`src/rtl/tmr_pkg.sv`:
```
package tmr_pkg;
    localparam int unsigned TMR_CNT_W  = 16;
    localparam int unsigned TMR_PSC_W  = 16;
    localparam int unsigned TMR_N_TRIG = 4;
    localparam int unsigned TMR_SEL_W  = 3;
    localparam int unsigned TMR_MODE_W = 3;
    localparam int unsigned TMR_SYNC   = 2;

    // slave-mode code that clocks the counter from the selected trigger
    localparam logic [TMR_MODE_W-1:0] SLV_TRIG_CLK = 3'b111;
endpackage

```
`src/rtl/tmr_trig_front.sv`:
```
module tmr_trig_front #(
    parameter int unsigned N_TRIG = 4,
    parameter int unsigned SEL_W  = 3,
    parameter int unsigned SYNC   = 2
) (
    input  logic              clk,
    input  logic              rst_n,
    input  logic [N_TRIG-1:0] trig_i,
    input  logic [SEL_W-1:0]  sel_i,
    output logic              pulse_o
);
    typedef struct packed {
        logic [SYNC-1:0][N_TRIG-1:0] sync;
        logic [N_TRIG-1:0]           prev;
    } front_t;

    front_t q, d;
    logic [N_TRIG-1:0] edges;

    always_comb begin
        d = q;
        d.sync[0] = trig_i;
        for (int s = 1; s < SYNC; s++) begin
            d.sync[s] = q.sync[s-1];
        end
        d.prev = q.sync[SYNC-1];
        edges  = q.sync[SYNC-1] & ~q.prev;
        pulse_o = 1'b0;
        for (int i = 0; i < N_TRIG; i++) begin
            if (sel_i == SEL_W'(i)) pulse_o = edges[i];
        end
    end

    always_ff @(posedge clk or negedge rst_n) begin
        if (!rst_n) q <= '0;
        else        q <= d;
    end

    for (genvar g = 0; g < N_TRIG; g++) begin : g_edge_chk
        AST_EDGE_ONE_CYCLE: assert property (@(posedge clk) disable iff (!rst_n)
            edges[g] |=> !edges[g]);
    end
endmodule

```
`src/rtl/tmr_presc.sv`:
```
module tmr_presc #(
    parameter int unsigned PSC_W = 16
) (
    input  logic             clk,
    input  logic             rst_n,
    input  logic             en_i,
    input  logic             tick_i,
    input  logic [PSC_W-1:0] div_i,
    input  logic             reload_i,
    output logic             cnt_en_o
);
    typedef struct packed {
        logic [PSC_W-1:0] pcnt;
        logic [PSC_W-1:0] shadow;
    } psc_t;

    psc_t q, d;
    logic at_top;

    always_comb begin
        d        = q;
        at_top   = (q.pcnt == q.shadow);
        cnt_en_o = en_i & tick_i & at_top;
        if (!en_i) begin
            d.pcnt   = '0;
            d.shadow = div_i;
        end else begin
            if (tick_i) d.pcnt = at_top ? '0 : q.pcnt + PSC_W'(1);
            if (reload_i) begin
                d.pcnt   = '0;
                d.shadow = div_i;
            end
        end
    end

    always_ff @(posedge clk or negedge rst_n) begin
        if (!rst_n) q <= '0;
        else        q <= d;
    end

    AST_SHADOW_HELD: assert property (@(posedge clk) disable iff (!rst_n)
        (en_i && !reload_i) |=> $stable(q.shadow));
    AST_PCNT_BOUND: assert property (@(posedge clk) disable iff (!rst_n)
        q.pcnt <= q.shadow);
endmodule

```
`src/rtl/tmr_count.sv`:
```
module tmr_count #(
    parameter int unsigned CNT_W = 16
) (
    input  logic             clk,
    input  logic             rst_n,
    input  logic             cnt_en_i,
    input  logic [CNT_W-1:0] period_i,
    output logic [CNT_W-1:0] cnt_o,
    output logic             ovf_o
);
    typedef struct packed {
        logic [CNT_W-1:0] cnt;
    } cnt_t;

    cnt_t q, d;

    always_comb begin
        d     = q;
        ovf_o = cnt_en_i & (q.cnt >= period_i);
        if (cnt_en_i) d.cnt = ovf_o ? '0 : q.cnt + CNT_W'(1);
        cnt_o = q.cnt;
    end

    always_ff @(posedge clk or negedge rst_n) begin
        if (!rst_n) q <= '0;
        else        q <= d;
    end

    AST_WRAP_TO_ZERO: assert property (@(posedge clk) disable iff (!rst_n)
        ovf_o |=> (q.cnt == '0));
    AST_HOLD_IDLE: assert property (@(posedge clk) disable iff (!rst_n)
        !cnt_en_i |=> $stable(q.cnt));
    AST_STEP_ONE: assert property (@(posedge clk) disable iff (!rst_n)
        (cnt_en_i && !ovf_o) |=> (q.cnt == $past(q.cnt) + CNT_W'(1)));
endmodule

```
`src/rtl/slv_timer.sv`:
```
module slv_timer
    import tmr_pkg::*;
#(
    parameter int unsigned CNT_W  = TMR_CNT_W,
    parameter int unsigned PSC_W  = TMR_PSC_W,
    parameter int unsigned N_TRIG = TMR_N_TRIG,
    parameter int unsigned SEL_W  = TMR_SEL_W,
    parameter int unsigned SYNC   = TMR_SYNC
) (
    input  logic                  clk,
    input  logic                  rst_n,
    input  logic                  cfg_en,
    input  logic [CNT_W-1:0]      cfg_period,
    input  logic [PSC_W-1:0]      cfg_div,
    input  logic [SEL_W-1:0]      cfg_trig_sel,
    input  logic [TMR_MODE_W-1:0] cfg_slave_mode,
    input  logic [N_TRIG-1:0]     trig_in,
    input  logic                  ovf_clr,
    output logic [CNT_W-1:0]      cnt_o,
    output logic                  ovf_flag_o,
    output logic                  trig_out_o
);
    typedef struct packed {
        logic flag;
        logic tout;
    } top_t;

    top_t q, d;
    logic trig_pulse;
    logic tick;
    logic cnt_en;
    logic ovf;

    tmr_trig_front #(.N_TRIG(N_TRIG), .SEL_W(SEL_W), .SYNC(SYNC)) i_front (
        .clk     (clk),
        .rst_n   (rst_n),
        .trig_i  (trig_in),
        .sel_i   (cfg_trig_sel),
        .pulse_o (trig_pulse)
    );

    tmr_presc #(.PSC_W(PSC_W)) i_presc (
        .clk      (clk),
        .rst_n    (rst_n),
        .en_i     (cfg_en),
        .tick_i   (tick),
        .div_i    (cfg_div),
        .reload_i (ovf),
        .cnt_en_o (cnt_en)
    );

    tmr_count #(.CNT_W(CNT_W)) i_count (
        .clk      (clk),
        .rst_n    (rst_n),
        .cnt_en_i (cnt_en),
        .period_i (cfg_period),
        .cnt_o    (cnt_o),
        .ovf_o    (ovf)
    );

    always_comb begin
        tick   = (cfg_slave_mode == SLV_TRIG_CLK) ? trig_pulse : 1'b1;
        d      = q;
        d.flag = ovf | (q.flag & ~ovf_clr);
        d.tout = ovf;
        ovf_flag_o = q.flag;
        trig_out_o = q.tout;
    end

    always_ff @(posedge clk or negedge rst_n) begin
        if (!rst_n) q <= '0;
        else        q <= d;
    end

    AST_FLAG_STICKY: assert property (@(posedge clk) disable iff (!rst_n)
        (ovf_flag_o && !ovf_clr) |=> ovf_flag_o);
    AST_FLAG_ON_WRAP: assert property (@(posedge clk) disable iff (!rst_n)
        ovf |=> ovf_flag_o);
    AST_TOUT_AT_ZERO: assert property (@(posedge clk) disable iff (!rst_n)
        trig_out_o |-> (cnt_o == '0 && ovf_flag_o));
    AST_RESERVED_SEL: assert property (@(posedge clk) disable iff (!rst_n)
        (cfg_slave_mode == SLV_TRIG_CLK && cfg_trig_sel >= SEL_W'(N_TRIG)) |-> !cnt_en);
    AST_NO_COUNT_DISABLED: assert property (@(posedge clk) disable iff (!rst_n)
        !cfg_en |-> !cnt_en);
endmodule

```
`config.mk`:
```
export PLATFORM = sky130hd
export DESIGN_NAME = slv_timer
export DESIGN_NICKNAME = d
export VERILOG_FILES = /design/src/rtl/tmr_pkg.sv /design/src/rtl/tmr_trig_front.sv /design/src/rtl/tmr_presc.sv /design/src/rtl/tmr_count.sv /design/src/rtl/slv_timer.sv
export SDC_FILE = /design/constraint.sdc
export NUM_CORES = 1
export LEC_CHECK = 0
export ABC_AREA = 1
export BUFFER_PORTS_ARGS = -buffer_cell sky130_fd_sc_hd__buf_2
export CAP_MARGIN = 30
export CORE_UTILIZATION = 25
export DETAILED_ROUTE_END_ITERATION = 6
export GPL_TIMING_DRIVEN = 0
export PLACE_DENSITY = 0.41
export REMOVE_ABC_BUFFERS = 1
export SYNTH_ARGS = -nofsm -noshare
export SYNTH_HDL_FRONTEND = slang
export SYNTH_SLANG_ARGS = --single-unit
```
`constraint.sdc`:
```
create_clock -name clk -period 1.9 [get_ports clk]
set_input_delay 0.38 -clock clk [delete_from_list [all_inputs] [get_ports clk]]
set_output_delay 0.38 -clock clk [all_outputs]
set_load 0.02 [all_outputs]
```
==> results of run 1 <==
[metrics by stage]
step | setup WS, ns | cell area [um2]
after floorplan | -0.0845 | 3730
after global placement | -0.918 | 4280
after detailed placement | -0.960 | 4280
after CTS | -0.0210 | 4820
after global routing | -0.0912 | 5050
final | 0.0316 | 5050
[logic make-up after synthesis]
logic type	Yosys count	share of synthesized area
simple gates	301	0.351
buf+inv	80	0.0860
flops	62	0.407
compound gates	38	0.0506
xor+xnor	20	0.0460
fa+ha+maj	18	0.0591
[timing repair]
action | CTS | global route
pin swaps | 16 | 12
resized for setup | 27 | 20
setup buffers | 16 | 18
endpoints found under the setup margin | 50 | 50
cloned | 1 | 1
[per-layer routing]
layer  global-route usage  up-vias
met3               0.0248       11
li1                     -     1859
met4               0.0581        0
met2                0.226       57
met1                0.191     1653
met5                    0        -
[flip-flops by register name (all words and copies together) (netlist names)]
| register | flops |
|---|---|
| i_presc.q | 32 |
| ovf_flag_o | 1 |
| i_front.q | 4 |
| i_count.cnt_o | 16 |
| i_front.d | 8 |
| trig_out_o | 1 |
[power by group through the flow]
| stage | registers (W) | logic (W) | clock network (W) |
|---|---|---|---|
| 2_1_floorplan | 0.00147 | 0.000201 | 0 |
| 3_3_place_gp | 0.00147 | 0.000358 | 0 |
| 3_5_place_dp | 0.00147 | 0.000365 | 0 |
| 4_1_cts | 0.00145 | 0.000413 | 0.00153 |
| 5_1_grt | 0.00145 | 0.000503 | 0.00158 |
| 6_report | 0.00144 | 0.000434 | 0.00148 |
[cell type report]
class / count / area share
flip-flops and latches: 62 / 0.311
multi-input cells: 379 / 0.415
clock inverters: 6 / 0.00768
repair buffers: 97 / 0.124
well taps: 184 / 0.0456
inverters: 66 / 0.0506
clock buffers: 10 / 0.0454
[worst reg2reg max path: cells and delay by family (launching register included)]
family	cells	cell delay, ns
adder cells (fa/ha/maj)	1	0.31
buffers and inverters	2	0.27
AO/OA/AOI/OAI	1	0.06
AND/OR/NAND/NOR	7	0.65
flip-flops	1	0.46
[how the worst max path moves through the flow]
stage | endpoint | cells after the start | from
global route | i_count.cnt_o[2] | 9 | i_count.cnt_o[11]
detailed placement | i_presc.q[12] | 12 | i_presc.q[28]
CTS | i_presc.q[13] | 9 | i_count.cnt_o[9]
global placement | i_presc.q[15] | 12 | i_presc.q[25]
floorplan | i_presc.q[0] | 12 | i_presc.q[25]
finish | i_count.cnt_o[0] | 11 | i_count.cnt_o[6]
[synth_stat cells (all sizes together)]
master,number,share of area
nor2,36,0.040
dfrtp,62,0.41
clkbuf,4,0.0039
ha,18,0.059
and3,1,0.0016
nand3,52,0.068
a21o,1,0.0020
nand2,171,0.17
o21ai,20,0.026
a21oi,17,0.022
xor2,19,0.044
nor3,11,0.014
buf,10,0.017
nand4,19,0.031
inv,66,0.065
or2,2,0.0033
nand3b,8,0.016
xnor2,1,0.0023
nor3b,1,0.0020
==> run_results.csv, run 1 <==
group,metric,value,unit
finish,fill_cells,1567,
clock_tree,h-tree-depth,3,
critical_path,cpMaxStageDelayCell,"dfrtp_1",
critical_path,path_class,"reg -> reg",
placement,port_buffers,63,
clock_tree,numCtsBuffers,9,
clock_tree,ctsHoldBuffers,0,
critical_path,crit_path_frequent_cell,"nand2_1",
critical_path,ff2ff_setup_slack,0.03,ns
logic_synthesis,synth-warning-count,0,
critical_path,critical_path.cell_chain,"ha_1 > nand2_1 > nor2_1 > nand2_1 > nand2_1 > nand2_1 > nand3_4 > clkinvlp_4 > buf_12 > nand3_1 > o21ai_1",
sta,finalCritPeriodShare,0.983,
critical_path,slowest_delay,0.46,ns
floorplanning,chipHeight,125,um
grt,grt_pass1_wl,17700,um
sta,relSlewSlack,0.444,
finish,post_layout_nonfiller_instances,804,
worst_hold_path,min_path_type,"in -> async",
route,top_layer_used,"met4",
floorplanning,dieWidth,125,um
pwr,p_comb_frac,0.129,
clock_tree,clk_pin_slew,0.05,ns
clock_tree,clock_latency,0.33,ns
pwr,p_total,0.00336,W
finish,final_core_util,0.343,
clock_tree,cts_buffer_depth,2,
sta,hold_viol,0,
pwr,p_sw_frac,0.273,
floorplanning,row_count,44,
logic_synthesis,netlist_area,0.00381,mm2
pwr,p_leak,2.53,nW
finish,regArea,0.00157,mm2
finish,layout-drive-gt1-share,0.268,
critical_path,r2r-end,"i_count.cnt_o[0]",
floorplanning,fp.dieArea,0.0157,mm2
sta,setup_viol,0,
pwr,peakVddDrop,0.386,mV
status,violations,"design-rule violations",
finish,multi_input_area,0.00210,mm2
sta,skew,0.00839,ns
logic_synthesis,avgSynthCellArea,7.34,um2
critical_path,cp-start-kind,"flip-flop",
route,antenna_left,0,
clock_tree,cts_tree,"yes",
placement,dp_hpwl,6790,um
placement,dp.cells,752,
route,vias,3580,
pwr,p_per_area,665,mW/mm2
floorplanning,initial_core_util,0.259,
route,drt-total-wl,10500,um
sta,max_freq,535,MHz
grt,grt_overflow,0,
critical_path,worst-r2r-cell-count,11,
logic_synthesis,syn-instance-count,519,
critical_path,cpLargestDelayFamily,"simple AND/OR/NAND/NOR gates",
pwr,p_int,0.00244,W
grt,grt_max_degree,63,
clock_tree,cts.sinks,62,
run,max_cap_viol_count,0,
finish,num_antenna_cells,0,
sta,rsz0062_at_grt,"true",
grt,antenna_found_initial,0,
pwr,p_seq_frac,0.430,
pwr,pwr-share-clk,0.441,
sta,fin_crit,1.87,ns
placement,place.gp.congestion,0.766,
sta,worstMarginPinSlew,0.833,ns
critical_path,arrival,2.07,ns
route,wire_per_inst,13.1,um
floorplanning,core,0.0147,mm2
sta,whs,0.140,ns
logic_synthesis,ys_seq_area_frac,0.407,
route,drt-initial-drc-count,154,
critical_path,critical_path_buf_inv_count,2,
logic_synthesis,ys_ff_latch,62,
route,met1_length,5320,um
route,first_pass_iters,6,
route,viasPerCell,4.45,
finish,layout.cells.most_common,"nand2_1",
finish,mostFrequentLayoutCells,"nand2_1, buf_2, inv_1, dfrtp_1, nand3_1",
finish,fin_nets,679,
floorplanning,io-pin-count,64,
route,met2_length,4670,um
logic_synthesis,synth_cell_types,25,
sta,drv_slew,0,
status,status,"finished, violations left",
critical_path,cp-end-kind,"flip-flop",
sta,tns,0,ns
critical_path,crit-reg2reg-launch,"i_count.cnt_o[6]",
critical_path,cp_max_fo,16,
pwr,p_switching,0.000917,W
grt,grt_usage,0.143,
route,drc_errors,2,
grt,grt_pass1_vias,3573,
finish,syn_to_final_growth,32.5,%
clock_tree,root_buffer,"clkbuf_16",
route,wl_met3,359,um
critical_path,crit_required,2.10,ns
Power figures use the tool's default switching activity.
==> inputs of run 2 (changes only) <==
--- a/config.mk
+++ b/config.mk
@@ -10,7 +10,7 @@
 export CAP_MARGIN = 30
 export CORE_UTILIZATION = 25
 export DETAILED_ROUTE_END_ITERATION = 6
-export GPL_TIMING_DRIVEN = 0
+export GPL_TIMING_DRIVEN = 1
 export PLACE_DENSITY = 0.41
 export REMOVE_ABC_BUFFERS = 1
 export SYNTH_ARGS = -nofsm -noshare
==> run 2 against run 1 <==
Net effect:
- the run still ends with design-rule violations left
- fmax is 0.39% higher
- core utilization rose by 0.25 points
- clock skew barely moved
- die area stayed put
- register-to-register slack about the same
- worst setup slack better by 0.0073 ns
- power grew 6.6%
- worst hold slack got worse by 0.085 ns
- critical path depth fell by 2
- global-route usage down 0.31 points
- largest power group unchanged
==> run_results.csv, run 2 (synthesis results as in run 1) <==
group,metric,value,unit
critical_path,path_class,"reg -> reg",
clock_tree,cts_tree,"yes",
grt,grt_pass1_vias,3468,
clock_tree,clock_latency,0.33,ns
floorplanning,dieWidth,125,um
clock_tree,clk_pin_slew,0.06,ns
finish,mostFrequentLayoutCells,"nand2_1, buf_2, dfrtp_1, inv_1, nand3_1",
critical_path,crit_cells,9,
route,antenna_left,0,
route,viasPerCell,4.45,
finish,design_area,0.00508,mm2
critical_path,ff2ff_setup_slack,0.04,ns
critical_path,r2r-end,"i_presc.q[13]",
status,status,"finished, violations left",
worst_hold_path,min_path_type,"in -> async",
critical_path,arrival,2.08,ns
clock_tree,numCtsBuffers,9,
floorplanning,chipHeight,125,um
placement,place.gp.congestion,0.807,
clock_tree,cts_buffer_depth,2,
finish,syn_to_final_growth,33.4,%
placement,dpl_worst_slack,-0.274,ns
grt,grt_max_degree,63,
route,vias,3608,
route,drt-initial-drc-count,175,
critical_path,slowest_delay,0.41,ns
grt,grt_usage,0.139,
placement,dp_hpwl,7660,um
sta,rsz0062_at_grt,"true",
finish,layout-drive-gt1-share,0.238,
critical_path,cp-start-kind,"flip-flop",
route,first_pass_iters,6,
sta,finalCritPeriodShare,0.980,
sta,hold_viol,0,
sta,drv_slew,0,
pwr,p_total,0.00358,W
sta,whs,0.0555,ns
placement,port_buffers,63,
route,drt-total-wl,10500,um
run,max_cap_viol_count,0,
clock_tree,cts.sinks,62,
finish,layout.cells.most_common,"nand2_1",
grt,antenna_found_initial,0,
pwr,peakVddDrop,0.303,mV
critical_path,cp-end-kind,"flip-flop",
status,violations,"design-rule violations",
critical_path,worst-r2r-cell-count,9,
floorplanning,io-pin-count,64,
critical_path,critical_path_buf_inv_count,1,
sta,max_freq,537,MHz
finish,largest_reg_flops,32,
floorplanning,initial_core_util,0.259,
sta,fin_crit,1.86,ns
critical_path,critical_path.cell_chain,"ha_4 > nand4_1 > nor3_4 > nand2_1 > nand3_4 > nand2_4 > buf_8 > nand3_1 > nand2_1",
sta,setup_viol,0,
sta,tns,0,ns
critical_path,crit_path_frequent_cell,"nand2_1",
pwr,p_leak,2.64,nW
clock_tree,h-tree-depth,3,
sta,fin_ws,0.0389,ns
finish,fin_nets,685,
critical_path,crit-reg2reg-launch,"i_count.cnt_o[9]",
route,wire_per_inst,12.9,um
sta,relSlewSlack,0.707,
route,drc_errors,2,
clock_tree,root_buffer,"clkbuf_16",
floorplanning,fp.dieArea,0.0157,mm2
floorplanning,row_count,44,
sta,skew,0.00845,ns
placement,place_area,0.00460,mm2
finish,num_antenna_cells,0,
finish,largest-register,"i_presc.q",
critical_path,crit_required,2.11,ns
critical_path,cp_max_fo,9,
critical_path,cpMaxStageDelayCell,"dfrtp_1",
grt,grt_overflow,0,
critical_path,cpLargestDelayFamily,"simple AND/OR/NAND/NOR gates",
grt,grt_pass1_wl,17200,um
sta,worstMarginPinSlew,0.438,ns
pwr,p_per_area,704,mW/mm2
floorplanning,core,0.0147,mm2
## run 2: cell count changes in the layout (fill, tap and decap cells not counted), sizes merged
cell / delta
buf: +8
clkbuf: +3
clkinv: -3
clkinvlp: -2
bufinv: +1
inv: +1
nand2: -1
nor2: -1
## run 2: worst max path at each step
stage                startpoint                to  slack (ns)
2_1_floorplan     i_presc.q[25]      i_presc.q[0]       -0.08
3_3_place_gp     cfg_period[11]  i_count.cnt_o[2]       -0.25
3_5_place_dp     cfg_period[11]  i_count.cnt_o[2]       -0.27
4_1_cts        i_count.cnt_o[9]     i_presc.q[13]       -0.01
5_1_grt        i_count.cnt_o[9]     i_presc.q[15]       -0.05
6_report       i_count.cnt_o[9]     i_presc.q[13]        0.04
## run 2: area by class of cell
type                            instances  area, um2
Inverter                               66        254
Multi-Input combinational cell        377       2020
Clock buffer                           13        260
Tap cell                              184        230
Clock inverter                          3       42.5
Fill cell                            1551       9620
Timing Repair Buffer                  105        726
Sequential cell                        62       1550
## run 2: what timing repair did
action / in CTS / in global routing
hold endpoints to repair: 0 / 0
setup endpoints to repair: 34 / 34
hold buffers: 0 / 0
pin swaps: 4 / 2
buffers inserted: 0 / 5
cloned: 0 / 1
resized for setup: 7 / 15
## run 2: per-layer routing
metal	wire length, um	global-route usage	vias up
met5	0	0	-
met4	155	0.0481	0
met1	5210	0.186	1662
met2	4780	0.224	58
li1	-	-	1876
met3	318	0.0295	12
## run 2: report_power, final
group	leakage [nW]	total, W	internal, W	switching (W)
combinational	1.71	0.000463	0.000198	0.000265
sequential	0.788	0.00143	0.00138	0.0000481
clock	0.146	0.00168	0.00109	0.000595
## run 2: stage by stage
step	cells	util
final	810	0.346
after global routing	810	0.346
after CTS	804	0.335
after detailed placement	788	0.313
after global placement	788	0.313
after floorplan	505	-
